### src/rtl/serial_word_rx_pkg.sv
package serial_word_rx_pkg;
    typedef enum logic [1:0] {
        ST_HUNT   = 2'd0,
        ST_TRAIN  = 2'd1,
        ST_LOCKED = 2'd2
    } lane_state_e;
endpackage

### src/rtl/wclk_edge.sv
// Input capture and word-clock rising-edge detection for one lane.
module wclk_edge (
    input  logic clk,
    input  logic rst_n,
    input  logic data_i,
    input  logic wclk_i,
    output logic data_o,
    output logic rise_o
);
    logic data_q;
    logic wclk_q;
    logic wclk_qq;

    always_ff @(posedge clk) begin
        if (!rst_n) begin
            data_q  <= 1'b0;
            wclk_q  <= 1'b0;
            wclk_qq <= 1'b0;
        end else begin
            data_q  <= data_i;
            wclk_q  <= wclk_i;
            wclk_qq <= wclk_q;
        end
    end

    assign data_o = data_q;
    assign rise_o = wclk_q & ~wclk_qq;

    // a rise is a single-cycle event, so words cannot be closed back to back
    a_r3_rise_single: assert property (@(posedge clk) disable iff (!rst_n)
        rise_o |=> !rise_o);
endmodule

### src/rtl/word_shifter.sv
// Shift register that assembles bits MSB first (oldest bit at the top).
module word_shifter #(
    parameter int WORD_W = 16
) (
    input  logic              clk,
    input  logic              rst_n,
    input  logic              bit_i,
    output logic [WORD_W-1:0] shift_o
);
    logic [WORD_W-1:0] sr_q;

    always_ff @(posedge clk) begin
        if (!rst_n) sr_q <= '0;
        else        sr_q <= {sr_q[WORD_W-2:0], bit_i};
    end

    assign shift_o = sr_q;
endmodule

### src/rtl/lane_ctrl.sv
// Framing qualification and word hand-off for one lane.
module lane_ctrl
    import serial_word_rx_pkg::*;
#(
    parameter int WORD_W       = 16,
    parameter int LOCK_PERIODS = 4
) (
    input  logic              clk,
    input  logic              rst_n,
    input  logic              rise_i,
    input  logic [WORD_W-1:0] shift_i,
    output logic [WORD_W-1:0] word_o,
    output logic              valid_o,
    output logic              lock_o
);
    localparam int CNT_W = $clog2(WORD_W + 2);
    localparam int RUN_W = $clog2(LOCK_PERIODS + 1);
    localparam logic [CNT_W-1:0] CNT_FULL = CNT_W'(WORD_W);
    localparam logic [CNT_W-1:0] CNT_SAT  = CNT_W'(WORD_W + 1);
    localparam logic [RUN_W-1:0] RUN_LAST = RUN_W'(LOCK_PERIODS - 1);

    lane_state_e       state_q, state_d;
    logic [CNT_W-1:0]  cnt_q;
    logic [RUN_W-1:0]  run_q, run_d;
    logic              period_ok;
    logic              overrun;

    assign period_ok = (cnt_q == CNT_FULL);
    assign overrun   = !rise_i && (cnt_q == CNT_FULL);

    // bit counter since the last rise
    always_ff @(posedge clk) begin
        if (!rst_n)              cnt_q <= '0;
        else if (rise_i)         cnt_q <= CNT_W'(1);
        else if (cnt_q != CNT_SAT) cnt_q <= cnt_q + CNT_W'(1);
    end

    // next-state logic
    always_comb begin
        state_d = state_q;
        run_d   = run_q;
        unique case (state_q)
            ST_HUNT: begin
                if (rise_i) begin
                    state_d = ST_TRAIN;
                    run_d   = '0;
                end
            end
            ST_TRAIN: begin
                if (rise_i) begin
                    if (!period_ok) begin
                        run_d = '0;
                    end else if (run_q == RUN_LAST) begin
                        state_d = ST_LOCKED;
                        run_d   = '0;
                    end else begin
                        run_d = run_q + RUN_W'(1);
                    end
                end else if (overrun) begin
                    state_d = ST_HUNT;
                    run_d   = '0;
                end
            end
            ST_LOCKED: begin
                if (rise_i && !period_ok) begin
                    state_d = ST_TRAIN;
                    run_d   = '0;
                end else if (overrun) begin
                    state_d = ST_HUNT;
                    run_d   = '0;
                end
            end
            default: begin
                state_d = ST_HUNT;
                run_d   = '0;
            end
        endcase
    end

    // state register
    always_ff @(posedge clk) begin
        if (!rst_n) begin
            state_q <= ST_HUNT;
            run_q   <= '0;
        end else begin
            state_q <= state_d;
            run_q   <= run_d;
        end
    end

    // outputs
    always_ff @(posedge clk) begin
        if (!rst_n) begin
            word_o  <= '0;
            valid_o <= 1'b0;
        end else begin
            valid_o <= 1'b0;
            if (state_q == ST_LOCKED && rise_i && period_ok) begin
                word_o  <= shift_i;
                valid_o <= 1'b1;
            end
        end
    end

    assign lock_o = (state_q == ST_LOCKED);

    // strobe is one cycle wide
    a_r9_valid_single: assert property (@(posedge clk) disable iff (!rst_n)
        valid_o |=> !valid_o);
    // every delivered word was closed by a word-clock rise
    a_r3_valid_after_rise: assert property (@(posedge clk) disable iff (!rst_n)
        valid_o |-> $past(rise_i));
    // lock only rises on a word boundary
    a_r4_lock_on_rise: assert property (@(posedge clk) disable iff (!rst_n)
        $rose(lock_o) |-> $past(rise_i));
    // a word is only delivered by a locked lane
    a_r5_valid_locked: assert property (@(posedge clk) disable iff (!rst_n)
        valid_o |-> lock_o);
    // a seventeenth bit without a rise removes lock
    a_r7_overrun_unlock: assert property (@(posedge clk) disable iff (!rst_n)
        (state_q != ST_HUNT && !rise_i && cnt_q == CNT_FULL) |=> !lock_o);
endmodule

### src/rtl/serial_word_rx.sv
// Four-lane word-clock-framed serial receiver.
module serial_word_rx #(
    parameter int LANES        = 4,
    parameter int WORD_W       = 16,
    parameter int LOCK_PERIODS = 4
) (
    input  logic                    clk,
    input  logic                    rst_n,
    input  logic [LANES-1:0]        ser_data_i,
    input  logic [LANES-1:0]        wclk_i,
    output logic [LANES*WORD_W-1:0] word_o,
    output logic [LANES-1:0]        word_vld_o,
    output logic [LANES-1:0]        lane_lock_o
);
    for (genvar l = 0; l < LANES; l++) begin : g_lane
        logic              bit_w;
        logic              rise_w;
        logic [WORD_W-1:0] shift_w;
        logic [WORD_W-1:0] word_w;

        wclk_edge u_edge (
            .clk    (clk),
            .rst_n  (rst_n),
            .data_i (ser_data_i[l]),
            .wclk_i (wclk_i[l]),
            .data_o (bit_w),
            .rise_o (rise_w)
        );

        word_shifter #(.WORD_W(WORD_W)) u_shift (
            .clk     (clk),
            .rst_n   (rst_n),
            .bit_i   (bit_w),
            .shift_o (shift_w)
        );

        lane_ctrl #(.WORD_W(WORD_W), .LOCK_PERIODS(LOCK_PERIODS)) u_ctrl (
            .clk     (clk),
            .rst_n   (rst_n),
            .rise_i  (rise_w),
            .shift_i (shift_w),
            .word_o  (word_w),
            .valid_o (word_vld_o[l]),
            .lock_o  (lane_lock_o[l])
        );

        assign word_o[l*WORD_W +: WORD_W] = word_w;
    end
endmodule

### config.mk
export PLATFORM = sky130hd
export DESIGN_NAME = serial_word_rx
export DESIGN_NICKNAME = d
export VERILOG_FILES = /design/src/rtl/serial_word_rx_pkg.sv /design/src/rtl/wclk_edge.sv /design/src/rtl/word_shifter.sv /design/src/rtl/lane_ctrl.sv /design/src/rtl/serial_word_rx.sv
export SDC_FILE = /design/constraint.sdc
export NUM_CORES = 1
export LEC_CHECK = 0
export CAP_MARGIN = 25
export CORE_ASPECT_RATIO = 1.5
export CORE_MARGIN = 2
export CORE_UTILIZATION = 49
export DETAILED_ROUTE_END_ITERATION = 6
export DONT_BUFFER_PORTS = 1
export PLACE_DENSITY = 0.74
export SLEW_MARGIN = 40
export SYNTH_ARGS = -nofsm -noshare
export SYNTH_HDL_FRONTEND = slang
export SYNTH_SLANG_ARGS = --single-unit
export TNS_END_PERCENT = 30
### constraint.sdc
create_clock -name clk -period 2.3 [get_ports clk]
set_clock_uncertainty 0.2 [all_clocks]
set_input_delay 0.575 -clock clk [delete_from_list [all_inputs] [get_ports clk]]
set_output_delay 0.575 -clock clk [all_outputs]
set_load 0.02 [all_outputs]
== After elaboration in Yosys (flattened, before gate mapping) ==
Cells that the tools add are included.

* Flip-flop bits (word level): 184
* Input port bits: 10
* Output and inout bits: 72
* Word-level logic and storage cells: 197

* $add $sub $neg: 8
* Equal/unequal tests: 32
* Mux-type cells: 68
* Bitwise gates (word level): 9
* Reduce and logical (&&, ||, !) cells: 40

{| class="wikitable"
|+ Operators with widths
! operator !! number
|-
| two-way mux 3 bit || 24
|-
| two-way mux 2 bit || 24
|-
| one-hot mux 3 bit (3 select lines) || 4
|-
| != test 3 bit (second input constant) || 8
|-
| one-hot mux 2 bit (3 select lines) || 4
|-
| adder 5 x 1 -> 5 bit (second input constant) || 4
|-
| equality test 5 bit (second input constant) || 4
|-
| != test 5 bit (second input constant) || 4
|-
| logical AND 1 bit || 16
|-
| adder 3 x 1 -> 3 bit (second input constant) || 4
|-
| equality test 3 x 2 -> 1 bit (second input constant) || 4
|-
| two-way mux 1 bit || 12
|-
| AND reduction 3 bit || 4
|-
| equality test 2 x 1 -> 1 bit (second input constant) || 4
|-
| equality test 2 bit (second input constant) || 4
|-
| logical NOT 1 bit || 8
|-
| logical NOT 2 bit || 4
|-
| != test 2 x 1 -> 1 bit (second input constant) || 4
|-
| nonzero test 2 bit || 4
|-
| OR reduction 2 bit || 4
|-
| inverter 1 bit || 5
|-
| bitwise AND 1 bit || 4
|}

== Longest topological paths before layout ==
* Word-level depth: 7
* Mapped depth: 9

== Hierarchy ==
From an unflattened synthesis, not the netlist that was laid out.

* Cells, all modules: 741
* Area, all modules: 7159.4 µm²

{| class="wikitable"
|+ Modules (own cells, without submodules)
! module !! instances !! cells each !! area an instance (µm²)
|-
| lane_ctrl at g_lane[0].u_ctrl ... || 3 || 145 || 1243.7
|-
| word_shifter || 4 || 33 || 446.7
|-
| lane_ctrl at g_lane[3].u_ctrl || 1 || 146 || 1271.2
|-
| wclk_edge || 4 || 7 || 92.6
|}

== Least setup slack after synthesis ==
Ideal clock, no wire load.

* Kind: register to register
* From: register g_lane[3].u_ctrl.cnt_q[0]
* To: register g_lane[3].u_ctrl.word_o[14]
* Data arrival time: 1502 ps
* Required time: 1968 ps
* Path slack: 466 ps
* Cell stages (with the launch flop): 10
* Path buffers: 3
* Period minus slack after synthesis: 1834 ps
* Cells stage by stage: dfxtp_1 > inv_1 > ha_1 > and4bb_1 > buf_2 > and3_1 > buf_2 > buf_4 > nand2_1 > a21oi_1

* Longest elaborated chain between the ends: 2

{| class="wikitable"
|+ Ends and longest elaborated chain
! element !! RTL line !! RTL
|-
| start: declaration || lane_ctrl.sv:23 || <nowiki>logic [CNT_W-1:0] cnt_q;</nowiki>
|-
| start signal: assignment || lane_ctrl.sv:35 || <nowiki>else if (cnt_q != CNT_SAT) cnt_q <= cnt_q + CNT_W'(1);</nowiki>
|-
| equality test 5 bit || lane_ctrl.sv:28 || <nowiki>assign period_ok = (cnt_q == CNT_FULL);</nowiki>
|-
| logical AND 1 bit || lane_ctrl.sv:98 || <nowiki>if (state_q == ST_LOCKED && rise_i && period_ok) begin</nowiki>
|-
| end signal: assignment || lane_ctrl.sv:99 || <nowiki>word_o <= shift_i;</nowiki>
|-
| end: declaration || lane_ctrl.sv:12 || <nowiki>output logic [WORD_W-1:0] word_o,</nowiki>
|}

No other way between the ends.
A chain may end at the register's enable or synchronous reset.

== Final worst setup path ==
* From: register g_lane[3].u_ctrl.state_q[0]
* To: output port lane_lock_o[3]

* Longest elaborated chain between the ends: 1

{| class="wikitable"
|+ Ends and longest elaborated chain
! element !! RTL line !! RTL
|-
| start: declaration || lane_ctrl.sv:22 || <nowiki>lane_state_e state_q, state_d;</nowiki>
|-
| start signal: assignment || lane_ctrl.sv:86 || <nowiki>state_q <= state_d;</nowiki>
|-
| equality test 2 bit || lane_ctrl.sv:105 || <nowiki>assign lock_o = (state_q == ST_LOCKED);</nowiki>
|-
| end: declaration || serial_word_rx.sv:13 || <nowiki>output logic [LANES-1:0] lane_lock_o</nowiki>
|}

No other way between the ends.

==> reports/results.txt <==
status: finished, final reports clean
register area share after synthesis: 0.5183
top cell type's share of synthesized area: 0.5183
top cells by instance count after synthesis: dfxtp_1 (184), nand2_1 (155), a21oi_1 (82), and2_1 (76), ha_1 (32)
Cell Area, Synth: 7107 µm²
CTS resizes: 0
CTS Buf Count: 17
Fillers: 1234
Overall Global Routing Usage: 0.1736
FF+latch count, synth: 184
core region area: 14120 µm²
minimum clock period: 2.191 ns
Area contributors post-synth: dfxtp_1 (52%), nand2_1 (8.2%), and2_1 (6.7%), a21oi_1 (5.8%), ha_1 (5.6%)
DR iter-0 viols: 194
post-synth net total: 810
largest net degree at the start of global routing: 105
CP Launch Type: register
Clock Path Buffers: 2
Die X: 102.3 µm
latest clock arrival within the worst-skew pair: 0.42 ns
Power, Total: 6.708 mW
arrival time worst endpoint: 1.42 ns
Layout Utilization: 0.5512
Worst-Margin Slew: 0.6060 ns
worst vdd ir: 0.4226 mV
Cell variety after synth: 53
Detail Route Antenna Nets: 0
critical path capture point type: output pin
Initial Utilization: 0.5031
P&R area growth vs syn: 9.542%
CP Class: register to output pin
Rows: 53
Relative slew margins: 0.5952
area leader, netlist: dfxtp_1
DR pass1 iterations: 4
DIE AREA: 15500 µm²
Routed Wire Length: 13120 µm
first-pass GRT wire length: 21660 µm
clock share of power: 0.416
final hold vios: 0
WL/cell: 13.70 µm
Remaining DRCs: 0
max-cap violations: 0
Reg2Reg Setup Slack: 0.23 ns
Port Buffer Count: 0
Hold WC Path Type: input pin to register
via density per instance: 5.252
diode count: 0
Primary FF master, synth: dfxtp_1
initial antenna violation count: 0
ys async rst share: 0
Die Height: 151.5 µm
hold_buf cts: 0
fin nets: 795
yosys synthesis warning count: 0
Overflow after GRT: 0
LEAKAGE: 2.929 nW
Clock H-tree levels: 4
largest fanout on the critical path: 6
Switching Share: 0.2622
final setup fails: 0
vias in the first global route: 4830
P_int: 4.949 mW
setup TNS: 0 ns
CTS tree: yes
Slew Limit Fails: 0
period utilization: 0.9524
number of flops mapped to enable cells by yosys: 0
combinational fraction of design power: 0.089
count leader, synth: dfxtp_1
syn avg cell area: 9.254 µm²
CTS Sinks: 184
WP data required: 1.52 ns
I/O pins: 82
fmax: 456.5 MHz
Power Dens Cells: 861.7 nW/µm²
Gate Count Post-Synth: 768
Final HPWL DP: 8928 µm
routability cong.: 0.7809
net switching power: 1.759 mW
clock-pin slew on the worst setup and hold paths: 0.08 ns
RSZ-0062 raised after global routing: false
register share of total power: 0.495
Setup Fix Bufs, Post-CTS: 0
clock root cell: clkbuf_16
Vias: 5031
layout cells sized above 1: 0.07311
==> worst max-delay path, stage by stage (launching register included) <==
cell     delay (ns)
dfxtp_1        0.43
inv_1          0.10
ha_1           0.28
buf_4          0.19
==> flip-flops by register name, indices dropped and copies added (netlist names) <==
| name | cells |
|---|---|
| g_lane.u_ctrl.cnt_q | 20 |
| g_lane.u_ctrl.run_q | 12 |
| g_lane.u_ctrl.state_q | 8 |
| g_lane.u_ctrl.valid_o | 4 |
| g_lane.u_ctrl.word_o | 64 |
| g_lane.u_edge.data_o | 4 |
| g_lane.u_edge.wclk_q | 4 |
| g_lane.u_edge.wclk_qq | 4 |
| g_lane.u_shift.shift_o | 64 |
==> per-stage QoR <==
stage                     instances  setup slack, ns  hold WS [ns]  area, µm²
after floorplan                 768           0.4660        0.2119       7107
after global placement          926           0.3249        0.2163       7207
after detailed placement        926           0.2450        0.2226       7207
after CTS                       958          0.09474       0.06280       7785
after global routing            958         0.003211       0.06011       7785
final                           958           0.1094       0.07790       7785
==> path summary, 6_finish.rpt <==
check | startpoint | end | depth (start not counted)
setup / recovery | g_lane[3].u_ctrl.state_q[0] | lane_lock_o[3] | 3
hold / removal | ser_data_i[3] | g_lane[3].u_edge.data_o | 1
setup reg to reg | g_lane[0].u_ctrl.state_q[0] | g_lane[0].u_ctrl.word_o[5] | 5
hold reg to reg | g_lane[1].u_shift.shift_o[15] | g_lane[1].u_ctrl.word_o[15] | 2
==> cell type report <==
cell class	instances	area (µm²)	share of cell area
sequential	184	3684	0.4732
clock inverter	15	152.6	0.01961
multi-input combinational	516	3110	0.3995
inverter	22	82.58	0.01061
tap	192	240.2	0.03086
timing repair buffer	12	90.09	0.01157
clock buffer	17	425.4	0.05464
==> logic make-up (layout without fill, tap and decap cells) <==
logic type,count (synthesis),in the layout,synth area share
xor+xnor,16,16,0.01972
simple gates,338,338,0.2428
fa+ha+maj,36,36,0.06197
compound gates,122,122,0.1076
mux,4,4,0.005634
buf+inv,68,66,0.04401
flops,184,184,0.5183
==> placed cells by master, fill, tap and decap left out, types with 5 or more instances in the layout <==
| cell type | count |
|---|---|
| clkbuf_16 | 17 |
| buf_4 | 12 |
| ha_1 | 32 |
| nor3_1 | 6 |
| nand2b_1 | 6 |
| nand3_1 | 23 |
| xor2_1 | 8 |
| nand2_1 | 155 |
| a41o_1 | 6 |
| nor2_1 | 23 |
| nor2b_1 | 9 |
| nand4bb_1 | 5 |
| and2_1 | 76 |
| o2111ai_1 | 7 |
| and3_1 | 6 |
| a21oi_1 | 82 |
| nand4_1 | 6 |
| inv_1 | 21 |
| xnor2_1 | 8 |
| dfxtp_1 | 184 |
==> routing by layer <==
layer | share of wire | track usage
met5 | 0 | 0
met4 | 0.012 | 0.06733
met3 | 0.041 | 0.04771
met2 | 0.51 | 0.3030
met1 | 0.44 | 0.1997
==> power by group through the flow <==
stage | Clock, mW | Combinational, mW | Sequential [mW]
2_1_floorplan | 0 | 0.499 | 3.37
3_3_place_gp | 0 | 0.556 | 3.38
3_5_place_dp | 0 | 0.593 | 3.39
4_1_cts | 2.87 | 0.597 | 3.32
5_1_grt | 2.98 | 0.670 | 3.33
6_report | 2.79 | 0.600 | 3.32
No activity file was read; power rests on OpenSTA's default activity.
